## config.mk

```make
export PLATFORM = sky130hd
export DESIGN_NAME = wdog_locked_timer
export DESIGN_NICKNAME = d
export VERILOG_FILES = /design/src/rtl/wdog_pkg.sv /design/src/rtl/wdog_regs.sv /design/src/rtl/wdog_load_fsm.sv /design/src/rtl/wdog_counter.sv /design/src/rtl/wdog_locked_timer.sv
export SDC_FILE = /design/constraint.sdc
export NUM_CORES = 1
export LEC_CHECK = 0
export CORE_MARGIN = 2
export CORE_UTILIZATION = 45
export CTS_CLUSTER_SIZE = 28
export DETAILED_ROUTE_END_ITERATION = 10
export GPL_ROUTABILITY_DRIVEN = 0
export PLACE_DENSITY_LB_ADDON = 0.12
export SYNTH_ARGS = -nofsm -noshare
export SYNTH_HDL_FRONTEND = slang
export SYNTH_HIERARCHICAL = 1
export SYNTH_SLANG_ARGS = --single-unit
```

## constraint.sdc

```tcl
create_clock -name clk -period 3.2 [get_ports clk]
set_input_delay 0.32 -clock clk [delete_from_list [all_inputs] [get_ports clk]]
set_output_delay 0.32 -clock clk [all_outputs]
set_load 0.005 [all_outputs]
```

## src/rtl/wdog_pkg.sv

```systemverilog
package wdog_pkg;
    localparam int ADDR_W  = 6;
    localparam int DATA_W  = 32;
    localparam int FIELD_W = 16;
    localparam int CNT_W   = 2 * FIELD_W;
    localparam int CTRL_W  = 4;
    localparam logic [FIELD_W-1:0] UNLOCK_KEY = 16'hE551;

    localparam logic [ADDR_W-1:0] OFS_TMO_LO = 6'h00;
    localparam logic [ADDR_W-1:0] OFS_TMO_HI = 6'h04;
    localparam logic [ADDR_W-1:0] OFS_CTRL   = 6'h08;
    localparam logic [ADDR_W-1:0] OFS_CLEAR  = 6'h0C;
    localparam logic [ADDR_W-1:0] OFS_RAW    = 6'h10;
    localparam logic [ADDR_W-1:0] OFS_MASK   = 6'h14;
    localparam logic [ADDR_W-1:0] OFS_CNT_LO = 6'h18;
    localparam logic [ADDR_W-1:0] OFS_CNT_HI = 6'h1C;
    localparam logic [ADDR_W-1:0] OFS_KEY    = 6'h20;
    localparam logic [ADDR_W-1:0] OFS_THR_LO = 6'h2C;
    localparam logic [ADDR_W-1:0] OFS_THR_HI = 6'h30;

    typedef enum logic [1:0] {
        LD_IDLE   = 2'd0,
        LD_SYNC1  = 2'd1,
        LD_SYNC2  = 2'd2,
        LD_COMMIT = 2'd3
    } ld_state_t;
endpackage

```

## src/rtl/wdog_regs.sv

```systemverilog
module wdog_regs
    import wdog_pkg::*;
(
    input  logic                clk,
    input  logic                rst_n,
    input  logic                wr,
    input  logic [ADDR_W-1:0]   addr,
    input  logic [DATA_W-1:0]   wdata,
    output logic [DATA_W-1:0]   rdata,
    input  logic [CNT_W-1:0]    cnt,
    input  logic                busy,
    input  logic                int_raw,
    input  logic                rst_raw,
    output logic [CTRL_W-1:0]   ctrl,
    output logic                mask,
    output logic [CNT_W-1:0]    tmo_val,
    output logic [CNT_W-1:0]    thr_val,
    output logic                start_load,
    output logic                clr_int,
    output logic                clr_rst
);
    logic [FIELD_W-1:0] tmo_lo, tmo_hi, thr_lo, thr_hi;
    logic               locked;
    logic               wr_ok;
    logic [DATA_W-FIELD_W-1:0] unused_wdata;

    assign unused_wdata = wdata[DATA_W-1:FIELD_W];
    assign wr_ok        = wr && !locked && (addr != OFS_KEY);
    assign start_load   = wr_ok && (addr == OFS_THR_LO);
    assign clr_int      = wr_ok && (addr == OFS_CLEAR) && wdata[0];
    assign clr_rst      = wr_ok && (addr == OFS_CLEAR) && wdata[3];
    assign tmo_val      = {tmo_hi, tmo_lo};
    assign thr_val      = {thr_hi, thr_lo};

    always_ff @(posedge clk) begin
        if (!rst_n) begin
            locked <= 1'b1;
            tmo_lo <= '0;
            tmo_hi <= '0;
            thr_lo <= '0;
            thr_hi <= '0;
            ctrl   <= '0;
            mask   <= 1'b0;
        end else if (wr && addr == OFS_KEY) begin
            locked <= (wdata[FIELD_W-1:0] != UNLOCK_KEY);
        end else if (wr_ok) begin
            unique case (addr)
                OFS_TMO_LO: tmo_lo <= wdata[FIELD_W-1:0];
                OFS_TMO_HI: tmo_hi <= wdata[FIELD_W-1:0];
                OFS_THR_LO: thr_lo <= wdata[FIELD_W-1:0];
                OFS_THR_HI: thr_hi <= wdata[FIELD_W-1:0];
                OFS_CTRL:   ctrl   <= wdata[CTRL_W-1:0];
                OFS_MASK:   mask   <= wdata[0];
                default:    ;
            endcase
        end
    end

    always_comb begin
        rdata = '0;
        unique case (addr)
            OFS_TMO_LO: rdata[FIELD_W-1:0] = tmo_lo;
            OFS_TMO_HI: rdata[FIELD_W-1:0] = tmo_hi;
            OFS_THR_LO: rdata[FIELD_W-1:0] = thr_lo;
            OFS_THR_HI: rdata[FIELD_W-1:0] = thr_hi;
            OFS_CTRL:   rdata[CTRL_W-1:0]  = ctrl;
            OFS_MASK:   rdata[0]           = mask;
            OFS_RAW:    rdata[4:0]         = {busy, rst_raw, 2'b00, int_raw};
            OFS_CNT_LO: rdata[FIELD_W-1:0] = cnt[FIELD_W-1:0];
            OFS_CNT_HI: rdata[FIELD_W-1:0] = cnt[CNT_W-1:FIELD_W];
            OFS_KEY:    rdata[0]           = locked;
            default:    rdata = '0;
        endcase
    end

    // a locked control register cannot be changed by a bus write
    p_locked_write_ignored_r2: assert property (@(posedge clk) disable iff (!rst_n)
        (locked && wr && addr == OFS_CTRL) |=> $stable(ctrl));
endmodule

```

## src/rtl/wdog_load_fsm.sv

```systemverilog
module wdog_load_fsm
    import wdog_pkg::*;
(
    input  logic clk,
    input  logic rst_n,
    input  logic tick,
    input  logic start_load,
    output logic busy,
    output logic commit
);
    ld_state_t state, state_nx;

    always_comb begin
        state_nx = state;
        unique case (state)
            LD_IDLE:   state_nx = LD_IDLE;
            LD_SYNC1:  if (tick) state_nx = LD_SYNC2;
            LD_SYNC2:  if (tick) state_nx = LD_COMMIT;
            LD_COMMIT: if (tick) state_nx = LD_IDLE;
            default:   state_nx = LD_IDLE;
        endcase
        if (start_load) state_nx = LD_SYNC1;
    end

    always_ff @(posedge clk) begin
        if (!rst_n) state <= LD_IDLE;
        else        state <= state_nx;
    end

    always_comb begin
        busy   = (state != LD_IDLE);
        commit = (state == LD_COMMIT) && tick && !start_load;
    end

    // after a commit with no new trigger, busy reads 0
    p_busy_drops_r5: assert property (@(posedge clk) disable iff (!rst_n)
        commit |=> !busy);
endmodule

```

## src/rtl/wdog_counter.sv

```systemverilog
module wdog_counter
    import wdog_pkg::*;
(
    input  logic             clk,
    input  logic             rst_n,
    input  logic             tick,
    input  logic             commit,
    input  logic [CNT_W-1:0] tmo_val,
    input  logic [CNT_W-1:0] thr_val,
    input  logic             cnt_en,
    input  logic             int_en,
    input  logic             rst_en,
    input  logic             clr_int,
    input  logic             clr_rst,
    output logic [CNT_W-1:0] cnt,
    output logic             int_raw,
    output logic             rst_raw
);
    logic             step;
    logic [CNT_W-1:0] cnt_dec;

    assign step    = tick && cnt_en && (cnt != '0) && !commit;
    assign cnt_dec = cnt - 1'b1;

    always_ff @(posedge clk) begin
        if (!rst_n) begin
            cnt     <= '0;
            int_raw <= 1'b0;
            rst_raw <= 1'b0;
        end else begin
            if (commit)    cnt <= tmo_val;
            else if (step) cnt <= cnt_dec;

            if (step && int_en && cnt_dec == thr_val) int_raw <= 1'b1;
            else if (clr_int)                         int_raw <= 1'b0;

            if (step && rst_en && cnt_dec == '0) rst_raw <= 1'b1;
            else if (clr_rst)                    rst_raw <= 1'b0;
        end
    end

    // the count holds at zero until a new transfer
    p_hold_zero_r8: assert property (@(posedge clk) disable iff (!rst_n)
        (cnt == '0 && !commit) |=> (cnt == '0));
    // reset status is sticky until cleared
    p_rst_sticky_r8: assert property (@(posedge clk) disable iff (!rst_n)
        (rst_raw && !clr_rst) |=> rst_raw);
    // disabled counting freezes the count
    p_frozen_r10: assert property (@(posedge clk) disable iff (!rst_n)
        (!cnt_en && !commit) |=> $stable(cnt));
endmodule

```

## src/rtl/wdog_locked_timer.sv

```systemverilog
module wdog_locked_timer
    import wdog_pkg::*;
(
    input  logic              clk,
    input  logic              rst_n,
    input  logic              bus_wr,
    input  logic [ADDR_W-1:0] bus_addr,
    input  logic [DATA_W-1:0] bus_wdata,
    output logic [DATA_W-1:0] bus_rdata,
    input  logic              tick,
    output logic              irq,
    output logic              rst_req
);
    logic [CNT_W-1:0]  cnt, tmo_val, thr_val;
    logic [CTRL_W-1:0] ctrl;
    logic mask, busy, commit, start_load, clr_int, clr_rst, int_raw, rst_raw;

    wdog_regs u_regs (
        .clk(clk), .rst_n(rst_n), .wr(bus_wr), .addr(bus_addr),
        .wdata(bus_wdata), .rdata(bus_rdata), .cnt(cnt), .busy(busy),
        .int_raw(int_raw), .rst_raw(rst_raw), .ctrl(ctrl), .mask(mask),
        .tmo_val(tmo_val), .thr_val(thr_val), .start_load(start_load),
        .clr_int(clr_int), .clr_rst(clr_rst)
    );

    wdog_load_fsm u_load (
        .clk(clk), .rst_n(rst_n), .tick(tick), .start_load(start_load),
        .busy(busy), .commit(commit)
    );

    wdog_counter u_cnt (
        .clk(clk), .rst_n(rst_n), .tick(tick), .commit(commit),
        .tmo_val(tmo_val), .thr_val(thr_val), .cnt_en(ctrl[1]),
        .int_en(ctrl[0]), .rst_en(ctrl[3]), .clr_int(clr_int),
        .clr_rst(clr_rst), .cnt(cnt), .int_raw(int_raw), .rst_raw(rst_raw)
    );

    assign irq     = int_raw && !mask;
    assign rst_req = rst_raw;

    // a masked interrupt never reaches the pin
    p_mask_gates_r7: assert property (@(posedge clk) disable iff (!rst_n)
        mask |-> !irq);
endmodule

```

==> run metrics <==
Setup Crit Path Kind in -> out; Worst-Margin Slew 0.8712 ns; Post-DRT Antenna Nets 0; via count 6687; Crit. End Element primary output; Avg Inst Size Synth 8.533 sq um; fmax 312.8 MHz; final core occ 52.73%; Min-Delay Path Class in -> reg; RSZ-0062 raised after global routing false; Fin Clk Skew 0.004883 ns; Final period util 99.89%; Num CTS Buffers 9; vias in the first global route 6362; Setup TNS Final 0 ns; routed wire length per instance 21.89 microns; Post-synth ARST share 0%; number of synthesized flops with an enable pin 0; CTS clock-pin slew for the worst setup and hold paths 0.07 ns; Horiz. Die Dim 130.5 microns; Layout Nets 934; Crit Path Max Fanout 7; post-synthesis sequential area ratio 29.46%; Slew Limit Headroom 41.92%; share of cells above drive strength 1 11.11%; Crit path arrival time 2.88 ns; num ports 76; status finished clean; maximum vdd drop 343.8 uV; Floorplan Core Area 15770 sq um; CTS Root Cell clkbuf_16; Layout area overhead 15.46%; Die Height 130.5 microns; H-tree depth 3; DR iter-0 viols 685; Yosys Warn Count 6; number of buffers added on ports 43; Clock Latency Late Sink 0.35 ns; detailed-placement wirelength estimate 17780 microns; Hold Slack 0.4580 ns; vias per inst 6.041; CTS sink count 106; initial antenna violation count 0; Pre-antenna DRT Iters 6; LEAKAGE 0.003859 uW; fin. max-slew vios 0; final hold vios 0; synthesized flop and latch total 106; Routed WL 24230 microns; max_cap viols 0; Syn Inst Count 844; number of diodes 0; initial core utilization 45.67%; CTS tree yes; crit path time final 3.196 ns; # setup viols final 0; PwrDens 327.5 nW/um^2; buffer depth of the longest clock path 2; DIE AREA 17030 sq um; Core Rows 46; Synth Flop Type dfxtp_1; critical path data required time 2.88 ns; post-synthesis cell type count 74; startpoint types input pin; GRT overflow 0; synthesized cell area 7202 sq um; largest net degree at the start of global routing 57; Total GRT Usage 28.82%; first-pass GRT wire length 36830 microns; DRC 0
[synthesized netlist by cell type (all sizes together) (2+ instances only)]
cell / n / area share, %
or3: 12 / 1.0
nand4b: 4 / 0.49
o31a: 3 / 0.36
ha: 6 / 1.0
buf: 36 / 3.5
or4b: 4 / 0.61
o31ai: 3 / 0.31
o211a: 27 / 3.8
mux2: 2 / 0.31
a211oi: 2 / 0.28
nor3: 19 / 1.4
a21oi: 12 / 0.83
and2: 12 / 1.0
nor4: 20 / 2.2
nor3b: 3 / 0.31
nand4: 8 / 0.69
xor2: 31 / 3.8
a32oi: 3 / 0.36
or4: 14 / 1.5
o41ai: 2 / 0.24
a32o: 2 / 0.28
o32ai: 4 / 0.49
clkbuf: 49 / 2.6
a221oi: 3 / 0.36
nor4b: 3 / 0.45
and4: 4 / 0.49
a21boi: 18 / 1.9
mux2i: 60 / 8.3
inv: 9 / 0.47
xnor2: 49 / 6.0
nor2b: 61 / 5.4
nand3: 31 / 2.3
o22ai: 2 / 0.17
nand2: 66 / 3.4
a2111oi: 2 / 0.24
nor4bb: 2 / 0.28
a22oi: 40 / 4.2
o211ai: 3 / 0.31
nor2: 27 / 1.4
or2: 7 / 0.61
dfxtp: 106 / 29
nand3b: 4 / 0.42
and3: 11 / 1.0
o21ai: 15 / 1.0
nand2b: 29 / 2.5
[where the power goes]
part	internal, uW	leakage, uW	total (uW)	switching, uW
registers	1320	0.000853	1320	0.00000508
logic	55.4	0.00284	127	72.0
clock network	765	0.000166	1280	513
[metrics by stage]
step | std cells | area (sq um) | power (uW) | setup slack [ns]
after floorplan | 859 | 7258 | 1414 | 0.1378
after global placement | 1090 | 7960 | 1471 | 0.1041
after detailed placement | 1090 | 7960 | 1474 | 0.07646
after CTS | 1106 | 8302 | 2740 | 0.07197
after global routing | 1107 | 8315 | 2800 | 0.007691
final | 1107 | 8315 | 2723 | 0.003522
[flip-flops by register name, summed over array words and instances (netlist names)]
register       count
u_regs/locked      1
u_regs/tmo_lo     16
u_regs/thr_lo     16
u_cnt/int_raw      1
u_regs/ctrl        4
u_cnt/cnt         32
u_regs/thr_hi     16
u_load/state       2
u_regs/mask        1
u_cnt/rst_raw      1
u_regs/tmo_hi     16
[what timing repair did]
item                                    4_1_cts  5_1_grt
buffers inserted                              0        1
gates resized for setup                       0        1
hold buffers                                  0        0
endpoints found under the setup margin        0       19
[critical path, stage by stage]
cell             delay [ns]
clkdlybuf4s50_1        0.63
and4bb_1               0.33
and2_0                 0.23
buf_4                  0.18
a221oi_1               0.50
nand3_1                0.18
clkdlybuf4s50_1        0.51
[cells by family (layout without fill, tap and decap cells)]
group           Yosys count  after routing  synth area share [%]
simple gates            344            344                 28.04
compound gates          149            149                 16.05
other cells               1             16               0.05207
buf+inv                  95            127                 6.654
fa+ha+maj                 6              6                 1.042
mux                      62             62                 8.652
xor+xnor                 81             81                 10.04
flops                   106            106                 29.46
[metal layers]
metal	up-vias	global-route usage [%]	part of all wire, %
li1	3085	-	-
met1	3248	40.89	45
met2	306	44.55	44
met3	48	3.990	7.6
met4	0	10.89	2.9
met5	-	0	0
[cells in the final DEF, fill, tap and decap left out, types with 4 or more instances in the layout]
cell type	synthesis	layout
mux2i_1	60	60
nand4_1	8	8
a21oi_1	12	12
or2_2	7	7
and2_1	9	9
a22oi_1	40	40
buf_4	20	57
nor3_1	18	18
nor4_1	17	16
ha_1	6	6
dfxtp_1	106	106
nor2_1	27	26
nand3b_1	4	4
and4_1	4	4
a21boi_0	8	8
xnor2_1	49	49
conb_1	1	16
xor2_1	31	31
nand3_1	29	29
o32ai_1	4	4
clkdlybuf4s50_1	0	42
clkbuf_16	0	9
o21ai_0	15	15
or4_1	14	14
o211a_1	27	27
a21boi_1	10	10
nand2_1	66	66
nand4b_1	4	4
inv_1	9	9
and3_1	10	10
or3_1	12	12
nand2b_1	29	29
nor2b_1	60	60
[final timing paths]
| path | from | slack [ns] | depth (start not counted) | to |
|---|---|---|---|---|
| worst min register to register | u_regs/thr_hi[9] | 0.50 | 2 | u_regs/thr_hi[9] |
| worst max-delay path | bus_addr[0] | 0.004 | 7 | bus_rdata[1] |
| worst max register to register | u_cnt/cnt[18] | 0.13 | 7 | u_cnt/rst_raw |
| worst min-delay path | rst_n | 0.46 | 2 | u_cnt/cnt[5] |
[layout make-up]
type,count,area [sq um]
clock buffer,9,225.2
clock inverter,7,116.4
fill,1534,7455
inverter,10,37.54
multi-input combinational,658,4671
sequential,106,2122
tap,216,270.3
timing repair buffer,101,873.3
No activity file was read; power rests on OpenSTA's default activity.
